[config.mk]
export PLATFORM = sky130hd
export DESIGN_NAME = ptp_ltc
export DESIGN_NICKNAME = d
export VERILOG_FILES = /design/src/rtl/ptp_ltc_pkg.sv /design/src/rtl/ptp_ltc_regs.sv /design/src/rtl/ptp_ltc_rate.sv /design/src/rtl/ptp_ltc_core.sv /design/src/rtl/ptp_ltc.sv
export SDC_FILE = /design/constraint.sdc
export NUM_CORES = 1
export LEC_CHECK = 0
export BUFFER_PORTS_ARGS = -buffer_cell sky130_fd_sc_hd__buf_4
export CORE_ASPECT_RATIO = 0.5
export CORE_MARGIN = 4
export CORE_UTILIZATION = 35
export DETAILED_ROUTE_END_ITERATION = 8
export MAX_ROUTING_LAYER = met4
export PLACE_DENSITY = 0.49
export SLEW_MARGIN = 10
export SYNTH_ARGS = -nofsm -noshare
export SYNTH_HDL_FRONTEND = slang
export SYNTH_SLANG_ARGS = --single-unit
[constraint.sdc]
create_clock -name clk -period 12.9 [get_ports clk]
set_input_delay 0 -clock clk [delete_from_list [all_inputs] [get_ports clk]]
set_output_delay 0 -clock clk [all_outputs]
set_load 0.02 [all_outputs]
[src/rtl/ptp_ltc_pkg.sv]
package ptp_ltc_pkg;

    localparam int SEC_W      = 48;
    localparam int NS_W       = 30;
    localparam int WORD_W     = 16;
    localparam int ADDR_W     = 4;
    localparam int ACC_W      = 32;
    localparam int STEP_SEC_W = 4;
    localparam int INC_W      = 4;
    localparam int SUM_W      = NS_W + 2;
    localparam int NS_HI_BITS = NS_W - WORD_W;
    localparam int DIR_BIT    = WORD_W - 1;

    localparam logic [SUM_W-1:0] NS_PER_SEC  = SUM_W'(1_000_000_000);
    localparam logic [SUM_W-1:0] NS_PER_2SEC = SUM_W'(2_000_000_000);
    localparam logic [INC_W-1:0] INC_NOMINAL = INC_W'(8);

    localparam logic [ADDR_W-1:0] A_CMD      = 4'd0;
    localparam logic [ADDR_W-1:0] A_SET_S0   = 4'd1;
    localparam logic [ADDR_W-1:0] A_SET_S1   = 4'd2;
    localparam logic [ADDR_W-1:0] A_SET_S2   = 4'd3;
    localparam logic [ADDR_W-1:0] A_SET_N0   = 4'd4;
    localparam logic [ADDR_W-1:0] A_SET_N1   = 4'd5;
    localparam logic [ADDR_W-1:0] A_STEP_LO  = 4'd6;
    localparam logic [ADDR_W-1:0] A_STEP_HI  = 4'd7;
    localparam logic [ADDR_W-1:0] A_RATE_LO  = 4'd8;
    localparam logic [ADDR_W-1:0] A_RATE_HI  = 4'd9;
    localparam logic [ADDR_W-1:0] A_CAP_S0   = 4'd10;
    localparam logic [ADDR_W-1:0] A_CAP_S1   = 4'd11;
    localparam logic [ADDR_W-1:0] A_CAP_S2   = 4'd12;
    localparam logic [ADDR_W-1:0] A_CAP_N0   = 4'd13;
    localparam logic [ADDR_W-1:0] A_CAP_N1   = 4'd14;

    typedef struct packed {
        logic step_ns;
        logic step_sec;
        logic load;
        logic capture;
        logic start;
        logic stop;
        logic clear;
    } cmd_t;

    typedef struct packed {
        logic [SEC_W-1:0] sec;
        logic [NS_W-1:0]  ns;
    } ptp_time_t;

    typedef struct packed {
        logic [1:0]      carry;
        logic [NS_W-1:0] ns;
    } ns_fold_t;

    function automatic cmd_t decode_cmd(input logic [WORD_W-1:0] w);
        cmd_t c;
        c.clear    = w[0];
        c.stop     = w[1];
        c.start    = w[2];
        c.capture  = w[3];
        c.load     = w[4];
        c.step_sec = w[5];
        c.step_ns  = w[6];
        return c;
    endfunction

    function automatic ns_fold_t fold_ns(input logic [SUM_W-1:0] v);
        ns_fold_t         r;
        logic [SUM_W-1:0] t;
        if (v >= NS_PER_2SEC) begin
            t       = v - NS_PER_2SEC;
            r.carry = 2'd2;
        end else if (v >= NS_PER_SEC) begin
            t       = v - NS_PER_SEC;
            r.carry = 2'd1;
        end else begin
            t       = v;
            r.carry = 2'd0;
        end
        r.ns = t[NS_W-1:0];
        return r;
    endfunction

endpackage

[src/rtl/ptp_ltc_regs.sv]
module ptp_ltc_regs
    import ptp_ltc_pkg::*;
(
    input  logic                  clk,
    input  logic                  rst,
    input  logic [ADDR_W-1:0]     bus_addr,
    input  logic                  bus_wr,
    input  logic [WORD_W-1:0]     bus_wdata,
    output logic [WORD_W-1:0]     bus_rdata,
    input  ptp_time_t             live_time,
    output cmd_t                  cmd,
    output ptp_time_t             set_time,
    output logic [STEP_SEC_W-1:0] step_secs,
    output logic [NS_W-1:0]       step_mag,
    output logic                  step_add,
    output logic [NS_W-1:0]       rate_mag,
    output logic                  rate_fast
);

    logic [WORD_W-1:0] set_s0, set_s1, set_s2, set_n0, set_n1;
    logic [WORD_W-1:0] step_lo, step_hi, rate_lo, rate_hi;
    ptp_time_t         cap;

    assign cmd = (bus_wr && bus_addr == A_CMD) ? decode_cmd(bus_wdata) : '0;

    always_ff @(posedge clk) begin
        if (rst) begin
            set_s0  <= '0;
            set_s1  <= '0;
            set_s2  <= '0;
            set_n0  <= '0;
            set_n1  <= '0;
            step_lo <= '0;
            step_hi <= '0;
            rate_lo <= '0;
            rate_hi <= '0;
            cap     <= '0;
        end else begin
            if (bus_wr) begin
                case (bus_addr)
                    A_SET_S0:  set_s0  <= bus_wdata;
                    A_SET_S1:  set_s1  <= bus_wdata;
                    A_SET_S2:  set_s2  <= bus_wdata;
                    A_SET_N0:  set_n0  <= bus_wdata;
                    A_SET_N1:  set_n1  <= bus_wdata;
                    A_STEP_LO: step_lo <= bus_wdata;
                    A_STEP_HI: step_hi <= bus_wdata;
                    A_RATE_LO: rate_lo <= bus_wdata;
                    A_RATE_HI: rate_hi <= bus_wdata;
                    default: ;
                endcase
            end
            if (cmd.clear) begin
                rate_lo <= '0;
                rate_hi <= '0;
            end
            if (cmd.capture) cap <= live_time;
        end
    end

    assign set_time.sec = {set_s2, set_s1, set_s0};
    assign set_time.ns  = {set_n1[NS_HI_BITS-1:0], set_n0};
    assign step_secs    = step_lo[STEP_SEC_W-1:0];
    assign step_mag     = {step_hi[NS_HI_BITS-1:0], step_lo};
    assign step_add     = step_hi[DIR_BIT];
    assign rate_mag     = {rate_hi[NS_HI_BITS-1:0], rate_lo};
    assign rate_fast    = rate_hi[DIR_BIT];

    always_comb begin
        case (bus_addr)
            A_SET_S0:  bus_rdata = set_s0;
            A_SET_S1:  bus_rdata = set_s1;
            A_SET_S2:  bus_rdata = set_s2;
            A_SET_N0:  bus_rdata = set_n0;
            A_SET_N1:  bus_rdata = set_n1;
            A_STEP_LO: bus_rdata = step_lo;
            A_STEP_HI: bus_rdata = step_hi;
            A_RATE_LO: bus_rdata = rate_lo;
            A_RATE_HI: bus_rdata = rate_hi;
            A_CAP_S0:  bus_rdata = cap.sec[WORD_W-1:0];
            A_CAP_S1:  bus_rdata = cap.sec[2*WORD_W-1:WORD_W];
            A_CAP_S2:  bus_rdata = cap.sec[3*WORD_W-1:2*WORD_W];
            A_CAP_N0:  bus_rdata = cap.ns[WORD_W-1:0];
            A_CAP_N1:  bus_rdata = WORD_W'(cap.ns[NS_W-1:WORD_W]);
            default:   bus_rdata = '0;
        endcase
    end

endmodule

[src/rtl/ptp_ltc_rate.sv]
module ptp_ltc_rate
    import ptp_ltc_pkg::*;
(
    input  logic             clk,
    input  logic             rst,
    input  logic             clear,
    input  logic             advance,
    input  logic [NS_W-1:0]  rate_mag,
    input  logic             rate_fast,
    output logic [INC_W-1:0] inc
);

    logic [ACC_W-1:0] acc;
    logic [ACC_W:0]   sum;

    assign sum = {1'b0, acc} + (ACC_W+1)'(rate_mag);

    always_comb begin
        if (!sum[ACC_W])   inc = INC_NOMINAL;
        else if (rate_fast) inc = INC_NOMINAL + INC_W'(1);
        else               inc = INC_NOMINAL - INC_W'(1);
    end

    always_ff @(posedge clk) begin
        if (rst || clear) acc <= '0;
        else if (advance) acc <= sum[ACC_W-1:0];
    end

endmodule

[src/rtl/ptp_ltc_core.sv]
module ptp_ltc_core
    import ptp_ltc_pkg::*;
(
    input  logic                  clk,
    input  logic                  rst,
    input  cmd_t                  cmd,
    input  ptp_time_t             set_time,
    input  logic [STEP_SEC_W-1:0] step_secs,
    input  logic [NS_W-1:0]       step_mag,
    input  logic                  step_add,
    input  logic [INC_W-1:0]      inc,
    output ptp_time_t             cur,
    output logic                  running,
    output logic                  advance
);

    ptp_time_t nxt;
    ns_fold_t  f;
    logic      modify;

    assign modify  = cmd.load | cmd.step_sec | cmd.step_ns;
    assign advance = running & ~cmd.clear & ~modify;

    always_comb begin
        nxt = cur;
        f   = '0;
        if (cmd.load) begin
            f       = fold_ns(SUM_W'(set_time.ns));
            nxt.sec = set_time.sec + SEC_W'(f.carry);
            nxt.ns  = f.ns;
        end else if (cmd.step_sec) begin
            if (step_add) nxt.sec = cur.sec + SEC_W'(step_secs);
            else          nxt.sec = cur.sec - SEC_W'(step_secs);
        end else if (cmd.step_ns) begin
            f       = fold_ns(SUM_W'(cur.ns) + SUM_W'(step_mag));
            nxt.sec = cur.sec + SEC_W'(f.carry);
            nxt.ns  = f.ns;
        end else if (running) begin
            f       = fold_ns(SUM_W'(cur.ns) + SUM_W'(inc));
            nxt.sec = cur.sec + SEC_W'(f.carry);
            nxt.ns  = f.ns;
        end
    end

    always_ff @(posedge clk) begin
        if (rst || cmd.clear) begin
            cur     <= '0;
            running <= 1'b0;
        end else begin
            cur <= nxt;
            if (cmd.stop)       running <= 1'b0;
            else if (cmd.start) running <= 1'b1;
        end
    end

endmodule

[src/rtl/ptp_ltc.sv]
module ptp_ltc
    import ptp_ltc_pkg::*;
(
    input  logic              clk,
    input  logic              rst,
    input  logic [ADDR_W-1:0] bus_addr,
    input  logic              bus_wr,
    input  logic [WORD_W-1:0] bus_wdata,
    output logic [WORD_W-1:0] bus_rdata,
    output logic [SEC_W-1:0]  time_sec,
    output logic [NS_W-1:0]   time_ns,
    output logic              running
);

    cmd_t                  cmd;
    ptp_time_t             set_time;
    ptp_time_t             cur;
    logic [STEP_SEC_W-1:0] step_secs;
    logic [NS_W-1:0]       step_mag;
    logic                  step_add;
    logic [NS_W-1:0]       rate_mag;
    logic                  rate_fast;
    logic [INC_W-1:0]      inc;
    logic                  advance;

    ptp_ltc_regs u_regs (
        .clk       (clk),
        .rst       (rst),
        .bus_addr  (bus_addr),
        .bus_wr    (bus_wr),
        .bus_wdata (bus_wdata),
        .bus_rdata (bus_rdata),
        .live_time (cur),
        .cmd       (cmd),
        .set_time  (set_time),
        .step_secs (step_secs),
        .step_mag  (step_mag),
        .step_add  (step_add),
        .rate_mag  (rate_mag),
        .rate_fast (rate_fast)
    );

    ptp_ltc_rate u_rate (
        .clk       (clk),
        .rst       (rst),
        .clear     (cmd.clear),
        .advance   (advance),
        .rate_mag  (rate_mag),
        .rate_fast (rate_fast),
        .inc       (inc)
    );

    ptp_ltc_core u_core (
        .clk       (clk),
        .rst       (rst),
        .cmd       (cmd),
        .set_time  (set_time),
        .step_secs (step_secs),
        .step_mag  (step_mag),
        .step_add  (step_add),
        .inc       (inc),
        .cur       (cur),
        .running   (running),
        .advance   (advance)
    );

    assign time_sec = cur.sec;
    assign time_ns  = cur.ns;

endmodule

==> qor.csv, run 1 <==
metric,value,unit
outcome,finished clean,
LEAKAGE,10.0,nW
Worst Path Arrival,12450,ps
maximum vdd ir drop,74.7,uV
Fmax,83.2,MHz
number of H-tree levels,2,
number of routed nets with antenna violations,0,
Avg WL per Cell,26.0,microns
num rows,66,
sequential area share after synthesis,28.4,%
DP HPWL,78000,microns
met2 wire length,45300,microns
Pwr per Cell Area,92.0,nW/um^2
Layout Nets,3363,
Worst Max-Slew Pin Slew,1030,ps
HP Class,in -> reg,
Clock Skew,25.1,ps
Mapped Area,23500,sq um
starting density of the core,35.8,%
vias in the first global route,22700,
CP max FO,13,
required time of the critical path,13330,ps
first-pass GRT wire length,156000,microns
"Setup Fix Bufs, Post-CTS",0,
Post-Syn Nets,3363,
I/O Buffers,117,
vias,24800,
Top delay family on crit path,compound AO/OA/AOI/OAI gates,
"commonest non-fill, non-tap cell in the layout",nand2_1,
Crit Path Category,reg -> reg,
Final Wtd Congestion,0.942,
endpoints failing setup,0,
first-pass iteration count of the detailed router,9,
Final Hold Fails,0,
clock-pin slew on the worst setup and hold paths,70,ps
worst-skew pair later-pin latency,570,ps
most frequent CP cell,a21oi_1,
DR DRC count,0,
number of synthesized register bits,333,
# clock sinks,333,
syn avg cell area,7.32,sq um
total gr overflow,0,
total CTS buffers,37,
WHS,281,ps
Crit. End Element,register,
hold depth,5,
Post-synth top flop,dfxtp_1,
RSZ-0062 raised after global routing,false,
setup_tns,0,ps
die area,71600,sq um
Yosys Warn Count,0,
maxcap violations,0,
CP max stage delay,550,ps
period utilisation layout,93.2,%
Mapped Cells,3211,
Critical Path Slowest Stage Cell,a21oi_1,
CTS max path bufs,3,
Worst slew margin,31.3,%
r2r worst-path depth,48,
library cells used by synthesis,99,
vias per cell,6.01,
crit path time final,12020,ps
share of cells above drive strength 1,9.07,%
CTS tree,yes,
Total GRT Usage,29.6,%
DIE WIDTH,374,microns
Die Height,191,microns
top sig layer,met4,
Core Region,65700,sq um
"Slew Viols, Final",0,
Layout area overhead,12.9,%
largest net degree at the start of global routing,107,
"EDFF count, synth",0,
met3 WL,8670,microns
initial antenna violation count,4,
Worst Path Buf+Inv,3,
met1 wire length,50400,microns
critical path launch point type,register,
num ports,118,
WL final,107000,microns
Final Power,2.44,mW
most frequent cells in the layout,"nand2_1, a21oi_1, dfxtp_1, nor2_1, buf_4",
ys async rst share,0,%
Crit path depth,48,
clock root buffer,clkbuf_16,
Starting DRT DRC Count,3007,
state kept, by name, summed over array words and instances (netlist names):
| signal | count |
|---|---|
| u_regs.set_s1 | 16 |
| u_regs.set_s0 | 16 |
| u_regs.set_s2 | 16 |
| u_regs.rate_hi | 16 |
| u_regs.step_hi | 16 |
| u_regs.set_n1 | 16 |
| u_regs.set_n0 | 16 |
| u_regs.rate_lo | 16 |
| u_core.running | 1 |
| u_regs.step_lo | 16 |
| u_core.cur | 78 |
| u_rate.acc | 32 |
| u_regs.cap | 78 |
final cells by class:
| type | instances | area [sq um] |
|---|---|---|
| clock inverters | 20 | 268 |
| inverters | 56 | 210 |
| repair buffers | 178 | 1380 |
| clock buffers | 48 | 1010 |
| flip-flops and latches | 333 | 6670 |
| multi-input cells | 2605 | 15900 |
| fillers | 6926 | 39200 |
| well taps | 884 | 1110 |
| diodes | 3 | 7.51 |
timing repair:
| action | CTS | global route |
|---|---|---|
| hold endpoints to repair | 153 | 0 |
| hold buffers | 17 | 0 |
| setup endpoints to repair | 0 | 2 |
| gates resized for setup | 0 | 1 |
layer usage:
metal,GRT usage (%),vias to the layer above
li1,-,11500
met1,42.4,12100
met2,43.7,1005
met3,4.21,148
met4,7.48,0
met5,-,-
per-stage QoR:
| step | std cells | setup slack (ps) | instance area, sq um | util, % |
|---|---|---|---|---|
| final | 4127 | 880 | 26500 | 40.4 |
| after global routing | 4127 | 23.6 | 26500 | 40.4 |
| after CTS | 4124 | 997 | 26500 | 40.3 |
| after detailed placement | 4039 | 1090 | 25100 | 38.1 |
| after global placement | 4039 | 1280 | 25100 | 38.1 |
| after floorplan | 3211 | 3090 | 23500 | - |
cells by family (layout without fill, tap and decap cells):
| family | Yosys count | after routing | share of synthesized area (%) |
|---|---|---|---|
| AOI/OAI and AO/OA | 1019 | 1019 | 28.4 |
| adders and majority gates | 129 | 129 | 6.99 |
| other | 0 | 3 | 0 |
| DFF | 333 | 333 | 28.4 |
| and+or+nand+nor | 1236 | 1236 | 23.3 |
| xor gates and xnor gates | 207 | 207 | 7.71 |
| muxes | 14 | 14 | 0.607 |
| buffers and inverters | 273 | 302 | 4.56 |
synthesized netlist by cell type, types with 21 or more instances:
library cell	instances	area [sq um]
a211oi_1	55	413
a21o_1	57	428
a21oi_1	428	2140
a221oi_1	51	447
a22oi_1	64	480
a31oi_1	22	138
and2_1	23	144
and3_1	47	294
buf_2	21	105
clkbuf_1	182	683
dfxtp_1	333	6670
ha_1	125	1560
inv_1	56	210
nand2_1	674	2530
nand2b_1	33	206
nand3_1	52	260
nand4_1	44	275
nor2_1	201	754
nor3_1	74	370
o211ai_1	28	210
o21ai_0	101	505
o21bai_1	25	188
o221ai_1	22	193
xnor2_1	131	1150
xor2_1	76	666
final timing paths:
check	start	endpoint	slack, ps
hold / removal	bus_wr	u_core.cur[23]	280
setup / recovery	u_regs.rate_lo[0]	u_core.cur[76]	880
hold reg to reg	u_regs.cap[29]	u_regs.cap[29]	460
setup reg to reg	u_regs.rate_lo[0]	u_core.cur[76]	880
report_power, final:
part           internal, mW  switching, mW
Combinational        0.0597          0.143
Clock                 0.663          0.507
Sequential             1.04         0.0280
Total                  1.76          0.678
worst min-delay path, cell delays in order:
cell     delay (ps)
buf_4           210
and3_1          200
buf_4           210
nand2_1          90
a21oi_1          50
Power figures use the tool's default switching activity.
==> inputs of run 2 (changes only) <==
MAX_ROUTING_LAYER = unset   (was met4)
==> qor.csv, run 2 (synthesized netlist as in run 1, its figures left out) <==
metric,value,unit,change
CP max stage delay,520,ps,-30 ps
outcome,finished clean,,
DP HPWL,77900,microns,-0.11%
RSZ-0062 raised after global routing,false,,
Total GRT Usage,28.6,%,-0.98 points
initial antenna violation count,7,,+3
most frequent cells in the layout,"nand2_1, a21oi_1, dfxtp_1, nor2_1, buf_4",,
Critical Path Slowest Stage Cell,a21oi_1,,
Avg WL per Cell,26.0,microns,+0.21%
WL final,107000,microns,+0.13%
first-pass GRT wire length,155000,microns,-0.96%
met3 WL,10200,microns,+18%
Clock Skew,29.3,ps,+4.21 ps
required time of the critical path,13320,ps,about the same
DIE WIDTH,374,microns,unchanged
Worst Path Buf+Inv,4,,+1
first-pass iteration count of the detailed router,5,,-4
I/O Buffers,117,,unchanged
HP Class,in -> reg,,
Pwr per Cell Area,93.2,nW/um^2,+1.2%
largest net degree at the start of global routing,104,,-2.8%
Layout Nets,3363,,unchanged
Finished Layout Cells,4124,,-0.073%
endpoints failing setup,0,,unchanged
r2r setup slk,880,ps,about the same
Fmax,83.2,MHz,about the same
maxcap violations,0,,unchanged
Layout area overhead,13.1,%,
"Slew Viols, Final",0,,unchanged
number of routed nets with antenna violations,0,,unchanged
setup_tns,0,ps,unchanged
Core Region,65700,sq um,unchanged
number of H-tree levels,2,,unchanged
total gr overflow,0,,unchanged
CTS tree,yes,,
worst-skew pair later-pin latency,560,ps,about the same
vias,24900,,+0.48%
CP max FO,12,,-1
total CTS buffers,38,,+2.7%
DR DRC count,0,,unchanged
Worst Path Arrival,12440,ps,about the same
Top delay family on crit path,compound AO/OA/AOI/OAI gates,,
critical path launch point type,register,,
die area,71600,sq um,unchanged
Crit. End Element,register,,
most frequent CP cell,a21oi_1,,
Worst Max-Slew Pin Slew,1030,ps,+3.57 ps
starting density of the core,35.8,%,unchanged
Starting DRT DRC Count,2920,,-2.9%
"commonest non-fill, non-tap cell in the layout",nand2_1,,
Final Hold Fails,0,,unchanged
Crit Path Category,reg -> reg,,
top sig layer,met5,,
Placed Cells,4038,,-0.025%
CTS max path bufs,3,,unchanged
vias in the first global route,22700,,+0.0088%
Final Wtd Congestion,0.915,,-2.8%
Filler cells,6941,,+0.22%
fin util,40.4,%,+0.072 points
LEAKAGE,10.0,nW,+0.28%
"Setup Fix Bufs, Post-CTS",0,,unchanged
period utilisation layout,93.2,%,about the same
# clock sinks,333,,unchanged
met1 wire length,48800,microns,-3.1%
maximum vdd ir drop,68.3,uV,-8.5%
clock-pin slew on the worst setup and hold paths,70,ps,about the same
Top Registers,"u_core.cur (78), u_regs.cap (78), u_rate.acc (32)",,
share of cells above drive strength 1,9.11,%,+0.034 points
met2 wire length,44800,microns,-1.1%
num ports,118,,unchanged
Die Height,191,microns,unchanged
num rows,66,,unchanged
vias per cell,6.04,,+0.56%
crit path time final,12020,ps,+1.71 ps
clock root buffer,clkbuf_16,,
Worst slew margin,31.1,%,-0.24 points
run 2: power by group:
| part | internal (mW) | switching [mW] |
|---|---|---|
| sequential | 1.04 | 0.0278 |
| clock | 0.707 | 0.496 |
| combinational | 0.0598 | 0.145 |
| total | 1.81 | 0.668 |
run 2: cell type report:
type                       count  area, sq um  area share (%)
antenna                        1         2.50         0.00942
clock buffer                  50         1070            4.02
clock inverter                18          260           0.979
inverter                      56          210           0.791
multi-input combinational   2605        15900            59.8
sequential                   333         6670            25.1
tap                          884         1110            4.16
timing repair buffer         177         1380            5.17
run 2: worst register-to-register path, delay by kind of cell, from the launching register on:
kind	cells	cell delay [ps]
compound gates	31	7840
fa+ha+maj	6	1900
simple gates	6	1000
buf+inv	4	580
flops	1	330
xor+xnor	2	220
run 2: worst paths after layout:
| check | depth (start not counted) | start | end |
|---|---|---|---|
| setup reg to reg | 49 | u_regs.rate_lo[0] | u_core.cur[76] |
| setup / recovery | 49 | u_regs.rate_lo[0] | u_core.cur[76] |
| hold reg to reg | 2 | u_regs.cap[3] | u_regs.cap[3] |
| hold / removal | 5 | bus_wr | u_core.cur[23] |
run 2: metal layers:
layer  up-vias  global-route usage [%]
li1      11500                       -
met1     12100                    40.5
met2      1102                    43.1
met3       180                    6.82
met4         8                    8.56
met5         -                       0
run 2: what timing repair did:
item | 4_1_cts | 5_1_grt
endpoints found under the hold margin | 148 | 0
gates resized for setup | 0 | 1
setup endpoints to repair | 0 | 2
hold buffers | 17 | 0
run 2: metrics by stage:
stage	hold slack (ps)	power [mW]	worst slack, ps	cell area (sq um)
after global routing	306	2.54	55.6	26600
after floorplan	212	1.20	3090	23500
after global placement	374	1.29	1250	25100
after detailed placement	385	1.29	1050	25100
after CTS	245	2.48	980	26600
final	283	2.48	879	26600
